--- config.mk ---
export PLATFORM = sky130hd
export DESIGN_NAME = irq_prio_ctrl
export DESIGN_NICKNAME = d
export VERILOG_FILES = /design/src/rtl/irq_prio_pkg.sv /design/src/rtl/irq_edge_latch.sv /design/src/rtl/irq_prio_pick.sv /design/src/rtl/irq_prio_ctrl.sv
export SDC_FILE = /design/constraint.sdc
export NUM_CORES = 1
export LEC_CHECK = 0
export ABC_AREA = 0
export BUFFER_PORTS_ARGS = -buffer_cell sky130_fd_sc_hd__buf_2
export CAP_MARGIN = 10
export CORE_MARGIN = 2
export CORE_UTILIZATION = 43
export DETAILED_ROUTE_END_ITERATION = 16
export GPL_TIMING_DRIVEN = 0
export PLACE_DENSITY = 0.74
export SLEW_MARGIN = 5
export SYNTH_ARGS = -nofsm -noshare
export SYNTH_HDL_FRONTEND = slang
export SYNTH_SLANG_ARGS = --single-unit
export TNS_END_PERCENT = 5
--- constraint.sdc ---
create_clock -name clk -period 1.3 [get_ports clk]
set_clock_uncertainty 0.15 [all_clocks]
set_input_delay 0.325 -clock clk [delete_from_list [all_inputs] [get_ports clk]]
set_output_delay 0.325 -clock clk [all_outputs]
set_load 0.005 [all_outputs]
--- src/rtl/irq_prio_pkg.sv ---
package irq_prio_pkg;
    localparam int NSRC     = 5;
    localparam int NMASK    = 3;
    localparam int VEC_W    = 16;

    // Rank order: index 0 wins over every higher index.
    localparam int IDX_NMI  = 0;
    localparam int IDX_HI   = 1;
    localparam int IDX_MID  = 2;
    localparam int IDX_LO   = 3;
    localparam int IDX_GEN  = 4;

    // Mask bit positions
    localparam int MB_HI    = 2;
    localparam int MB_MID   = 1;
    localparam int MB_LO    = 0;

    // Vector of a ranked source: the vectored levels are spaced by a fixed
    // step above the non-maskable base; the general request has none.
    function automatic logic [VEC_W-1:0] vec_of(input int idx,
                                                input logic [VEC_W-1:0] base,
                                                input logic [VEC_W-1:0] step);
        logic [VEC_W-1:0] v;
        v = '0;
        if (idx == IDX_NMI)
            v = base;
        else if (idx < IDX_GEN)
            v = base + step * VEC_W'(IDX_GEN - idx);
        return v;
    endfunction
endpackage

--- src/rtl/irq_edge_latch.sv ---
module irq_edge_latch #(
    parameter bit LEVEL_QUAL = 1'b0
) (
    input  logic clk,
    input  logic rst_n,
    input  logic req,
    input  logic clr,
    output logic elig
);
    typedef struct packed {
        logic prev;
        logic pend;
    } edge_st_t;

    edge_st_t st_d, st_q;
    logic     rise;

    assign rise = req & ~st_q.prev;

    generate
        if (LEVEL_QUAL) begin : g_level
            always_comb begin
                st_d      = st_q;
                st_d.prev = req;
                st_d.pend = (st_q.pend | rise) & req & ~clr;
            end
            assign elig = st_q.pend & req;
        end else begin : g_sticky
            always_comb begin
                st_d      = st_q;
                st_d.prev = req;
                st_d.pend = (st_q.pend & ~clr) | rise;
            end
            assign elig = st_q.pend;
        end
    endgenerate

    always_ff @(posedge clk or negedge rst_n) begin
        if (!rst_n) st_q <= '0;
        else        st_q <= st_d;
    end

    // A pending flag only appears right after a low-to-high request edge
    assert_pend_from_edge_R10: assert property (@(posedge clk) disable iff (!rst_n)
        $rose(st_q.pend) |-> ($past(req) && !$past(st_q.prev)));

    // Clearing a serviced request removes it from the next decision
    assert_clear_drops_R10: assert property (@(posedge clk) disable iff (!rst_n)
        (clr && !rise) |=> !st_q.pend);
endmodule

--- src/rtl/irq_prio_pick.sv ---
module irq_prio_pick #(
    parameter int N = 5
) (
    input  logic [N-1:0] elig,
    output logic [N-1:0] grant,
    output logic         any
);
    logic [N:0] taken;

    assign taken[0] = 1'b0;

    generate
        for (genvar i = 0; i < N; i++) begin : g_rank
            assign grant[i]   = elig[i] & ~taken[i];
            assign taken[i+1] = taken[i] | elig[i];
        end
    endgenerate

    assign any = taken[N];

    always_comb begin
        assert_single_winner_R4: assert ($onehot0(grant));
    end
endmodule

--- src/rtl/irq_prio_ctrl.sv ---
module irq_prio_ctrl
    import irq_prio_pkg::*;
#(
    parameter int               VW       = VEC_W,
    parameter logic [VW-1:0]    VEC_BASE = 16'h0024,
    parameter logic [VW-1:0]    VEC_STEP = 16'h0008
) (
    input  logic              clk,
    input  logic              rst_n,
    input  logic              nmi_req,
    input  logic              hi_req,
    input  logic              mid_req,
    input  logic              lo_req,
    input  logic              gen_req,
    input  logic              en_pulse,
    input  logic              dis_pulse,
    input  logic              mask_wr,
    input  logic [NMASK-1:0]  mask_in,
    input  logic              query,
    output logic              take_o,
    output logic [VW-1:0]     vector_o,
    output logic              nonvec_o,
    output logic              ack_n_o
);
    typedef struct packed {
        logic             ie;
        logic [NMASK-1:0] mask;
        logic             take;
        logic [VW-1:0]    vec;
        logic             nonvec;
    } ctl_t;

    ctl_t            c_d, c_q;
    logic            nmi_elig, hi_pend;
    logic [NSRC-1:0] elig, grant;
    logic            any, accept;
    logic [VW-1:0]   win_vec;

    irq_edge_latch #(.LEVEL_QUAL(1'b1)) u_nmi_edge (
        .clk  (clk),
        .rst_n(rst_n),
        .req  (nmi_req),
        .clr  (query & grant[IDX_NMI]),
        .elig (nmi_elig)
    );

    irq_edge_latch #(.LEVEL_QUAL(1'b0)) u_hi_edge (
        .clk  (clk),
        .rst_n(rst_n),
        .req  (hi_req),
        .clr  (query & grant[IDX_HI]),
        .elig (hi_pend)
    );

    always_comb begin
        elig          = '0;
        elig[IDX_NMI] = nmi_elig;
        elig[IDX_HI]  = hi_pend & ~c_q.mask[MB_HI]  & c_q.ie;
        elig[IDX_MID] = mid_req & ~c_q.mask[MB_MID] & c_q.ie;
        elig[IDX_LO]  = lo_req  & ~c_q.mask[MB_LO]  & c_q.ie;
        elig[IDX_GEN] = gen_req & c_q.ie;
    end

    irq_prio_pick #(.N(NSRC)) u_pick (
        .elig (elig),
        .grant(grant),
        .any  (any)
    );

    always_comb begin
        win_vec = '0;
        for (int i = 0; i < NSRC; i++) begin
            if (grant[i]) win_vec = vec_of(i, VEC_BASE, VEC_STEP);
        end
    end

    assign accept = query & any;

    always_comb begin
        c_d = c_q;
        if (accept || dis_pulse) c_d.ie = 1'b0;
        else if (en_pulse)       c_d.ie = 1'b1;
        if (mask_wr) c_d.mask = mask_in;
        c_d.take   = accept;
        c_d.vec    = accept ? win_vec : '0;
        c_d.nonvec = accept & grant[IDX_GEN];
    end

    always_ff @(posedge clk or negedge rst_n) begin
        if (!rst_n) begin
            c_q      <= '0;
            c_q.mask <= '1;
        end else begin
            c_q      <= c_d;
        end
    end

    assign take_o   = c_q.take;
    assign vector_o = c_q.vec;
    assign nonvec_o = c_q.nonvec;
    assign ack_n_o  = ~(c_q.take & c_q.nonvec);

    assert_take_needs_query_R11: assert property (@(posedge clk) disable iff (!rst_n)
        take_o |-> $past(query));

    assert_ack_only_nonvec_R6: assert property (@(posedge clk) disable iff (!rst_n)
        !ack_n_o |-> (take_o && nonvec_o && vector_o == '0));

    assert_ie_dropped_on_take_R8: assert property (@(posedge clk) disable iff (!rst_n)
        take_o |-> !c_q.ie);

    assert_maskable_needs_ie_R7: assert property (@(posedge clk) disable iff (!rst_n)
        (take_o && vector_o != VEC_BASE) |-> $past(c_q.ie));

    assert_nmi_level_R3: assert property (@(posedge clk) disable iff (!rst_n)
        (take_o && vector_o == VEC_BASE) |-> $past(nmi_req));

    assert_known_vector_R5: assert property (@(posedge clk) disable iff (!rst_n)
        (take_o && !nonvec_o) |-> (vector_o == VEC_BASE
                                || vector_o == VEC_BASE + VEC_STEP
                                || vector_o == VEC_BASE + 2 * VEC_STEP
                                || vector_o == VEC_BASE + 3 * VEC_STEP));
endmodule

==> flow_metrics.env <==
export IMPL_outcome="finished, violations left"
export IMPL_violations="setup timing"
export IMPL_critPathArrivalTime_ns=0.89
export IMPL_syn_area_per_cell_um2=11.0
export IMPL_gr_total_overflow=0
export IMPL_crit_path_start_kind="flip-flop"
export IMPL_dp_hpwl_um=791
export IMPL_layout_nets=110
export IMPL_io_pins=33
export IMPL_row_count=14
export IMPL_cts_root_buf="clkbuf_4"
export IMPL_leakage_nw=0.483
export IMPL_drt_initial_drc_count=3
export IMPL_grt_pass1_vias=456
export IMPL_ir_drop_mv=0.725
export IMPL_clockBufferDepth=2
export IMPL_synth_async_sr_flop_share_pct=100
export IMPL_core_region_area_um2=1450
export IMPL_synth_edf_count=0
export IMPL_whs_endpoint="u_hi_edge.st_q[1]$_DFF_PN0_"
export IMPL_dp_cells=106
export IMPL_synthCells=59
export IMPL_place_ws_ns=-0.0306
export IMPL_htreeDepth=1
export IMPL_cp_end_kind="output port"
export IMPL_critical_path_class="flip-flop to output port"
export IMPL_reg2reg_slack_ns=0.03
export IMPL_totalWireLength_um=938
export IMPL_ant_nets=0
export IMPL_netSwitchingPower_mw=0.209
export IMPL_area_delta_synth_final_pct=32.7
export IMPL_grt_start_max_net_pins=14
export IMPL_synth_ff_latch_count=13
export IMPL_cp_required_ns=0.82
export IMPL_fillers=132
export IMPL_drive_above_1_share_pct=49.5
export IMPL_synthDominantCellAreaShare_pct=38.5
export IMPL_grt_pass1_wl_mm=1.73
export IMPL_cts_setup_buffers=0
export IMPL_timing_fmax_mhz=732
export IMPL_die_y_um=42.9
export IMPL_r2r_end="c_q[21]$_DFFE_PN0P_"
export IMPL_synthFlopType="dfrtp_1"
export IMPL_post_route_drc_count=0
export IMPL_yosys_warnings=0
export IMPL_tritoncts="yes"
export IMPL_portBuffers=20
export IMPL_firstDrtPassIters=3
export IMPL_yosys_area_top_type="dfrtp_1"
export IMPL_yosys_top_cells_area="dfrtp_1 38%, buf_4 18%, dfstp_2 12%, mux2_2 5.2%, nor2_1 2.9%"
export IMPL_period_needed_ns=1.37
export IMPL_switching_share_pct=24.1
export IMPL_hp_start="hi_req"
export IMPL_r2r_start="c_q[20]$_DFFE_PN1P_"
export IMPL_chipWidth_um=42.9
export IMPL_via_per_inst=4.16
export IMPL_p_comb_share_pct=19.3
export IMPL_maxCapViolations=0
export IMPL_track_usage_pct=13.1
export IMPL_gp_congestion=0.776
export IMPL_ys_types=23
export IMPL_power_density_nw_per_um2=1000
export IMPL_synth_seq_area_share_pct=50.6
export IMPL_power_frac_seq_pct=52.9
export IMPL_grt_setup_unrepaired="true"
export IMPL_reg2reg_depth=3
export IMPL_fin_crit_sh_pct=105
export IMPL_fin_cells=111
export IMPL_numCtsBuffers=3
export IMPL_vias=462
export IMPL_p_int_mw=0.657
export IMPL_diodes=0
export IMPL_die_area_um2=1840
export IMPL_initial_core_util_pct=44.8
export IMPL_finalHoldViolations=0
export IMPL_cp_startpoint="vector_o[2]$_DFF_PN0_"
export IMPL_hold_class="input port to flip-flop"
export IMPL_path_max_fanout=2
export IMPL_final_setup_viol_count=4
export IMPL_synth_common_cells="16 x buf_4, 10 x dfrtp_1, 5 x nor2_1"
export IMPL_worst_slack_ns=-0.0668
export IMPL_wire_per_inst_um=8.45
export IMPL_drv_slew=0
export IMPL_clkPwrFrac_pct=27.8
export IMPL_min_path_cells=1
export IMPL_cts_sinks=13
export IMPL_syn_area_um2=651
export IMPL_antenna_found_initial=0
export IMPL_clock_latency_ns=0.27
export IMPL_synth_most_common_cell="buf_4"
export IMPL_path_clk_slew_ns=0.07
[metal layers]
| layer | global-route usage, % | part of all wire (%) |
|---|---|---|
| met5 | 0 | 0 |
| met4 | 11.3 | 3.8 |
| met3 | 2.55 | 9.1 |
| met2 | 22.1 | 49 |
| met1 | 13.8 | 38 |
[registers in the layout, summed over array words and instances (netlist names)]
register and cells:
nonvec_o 1, vector_o 3, c_q 4, u_hi_edge.st_q 1
take_o 1, u_hi_edge.elig 1, u_nmi_edge.st_q 2
[layout make-up]
class | count | area, um^2 | area share, %
Timing Repair Buffer | 21 | 116 | 13.5
Multi-Input combinational cell | 39 | 244 | 28.3
Clock buffer | 4 | 26.3 | 3.04
Tap cell | 16 | 20.0 | 2.32
Inverter | 2 | 7.51 | 0.870
Sequential cell | 13 | 329 | 38.1
Buffer | 16 | 120 | 13.9
[power groups by stage]
stage	sequential, mW	clock [mW]	combinational, mW
after floorplan	0.463	0	0.106
after global placement	0.465	0	0.151
after detailed placement	0.467	0	0.155
after CTS	0.459	0.249	0.167
after global routing	0.462	0.271	0.188
final	0.458	0.241	0.167
[critical path: stages, from the launching register on]
cell     delay [ns]
dfrtp_1        0.38
buf_4          0.13
buf_6          0.10
[placed cells by master (no fill, tap or decap), drive strengths merged, types with 2 or more instances in the layout]
| cell | count |
|---|---|
| mux2 | 3 |
| nor2 | 5 |
| clkbuf | 4 |
| o21ai | 2 |
| nor2b | 3 |
| nand2 | 2 |
| dfstp | 3 |
| inv | 2 |
| conb | 12 |
| dfrtp | 10 |
| buf | 36 |
[repair_timing]
item,4_1_cts,5_1_grt
hold endpoints to repair,10,0
gates resized for setup,3,0
pin swaps,1,1
hold buffers,1,0
setup endpoints to repair,6,6
[through the flow]
step | hold slack [ns] | utilization, % | setup TNS (ns) | power [mW] | instance area [um^2]
3_3_place_gp | 0.0657 | 55.9 | -0.0169 | 0.616 | 812
5_1_grt | 0.00771 | 59.4 | -0.381 | 0.921 | 863
2_1_floorplan | -0.121 | - | 0 | 0.569 | 692
3_5_place_dp | 0.0706 | 55.9 | -0.0448 | 0.621 | 812
4_1_cts | 0.00796 | 59.4 | -0.242 | 0.875 | 863
6_report | 0.0121 | 59.4 | -0.212 | 0.866 | 863
[how the worst max path moves through the flow]
| stage | endpoint | slack [ns] |
|---|---|---|
| 2_1_floorplan | take_o$_DFF_PN0_ | 0.07 |
| 6_report | vector_o[2] | -0.07 |
| 4_1_cts | vector_o[2] | -0.08 |
| 3_3_place_gp | take_o$_DFF_PN0_ | -0.02 |
| 3_5_place_dp | take_o$_DFF_PN0_ | -0.03 |
| 5_1_grt | vector_o[2] | -0.1 |
[kinds of logic after synthesis]
| group | count (synthesis) | synth area share (%) |
|---|---|---|
| simple gates | 16 | 15.4 |
| buf+inv | 18 | 19.6 |
| compound gates | 7 | 7.12 |
| other cells | 1 | 0.576 |
| mux | 4 | 6.73 |
| flops | 13 | 50.6 |
Note: power is estimated with default switching activity, not from simulation.
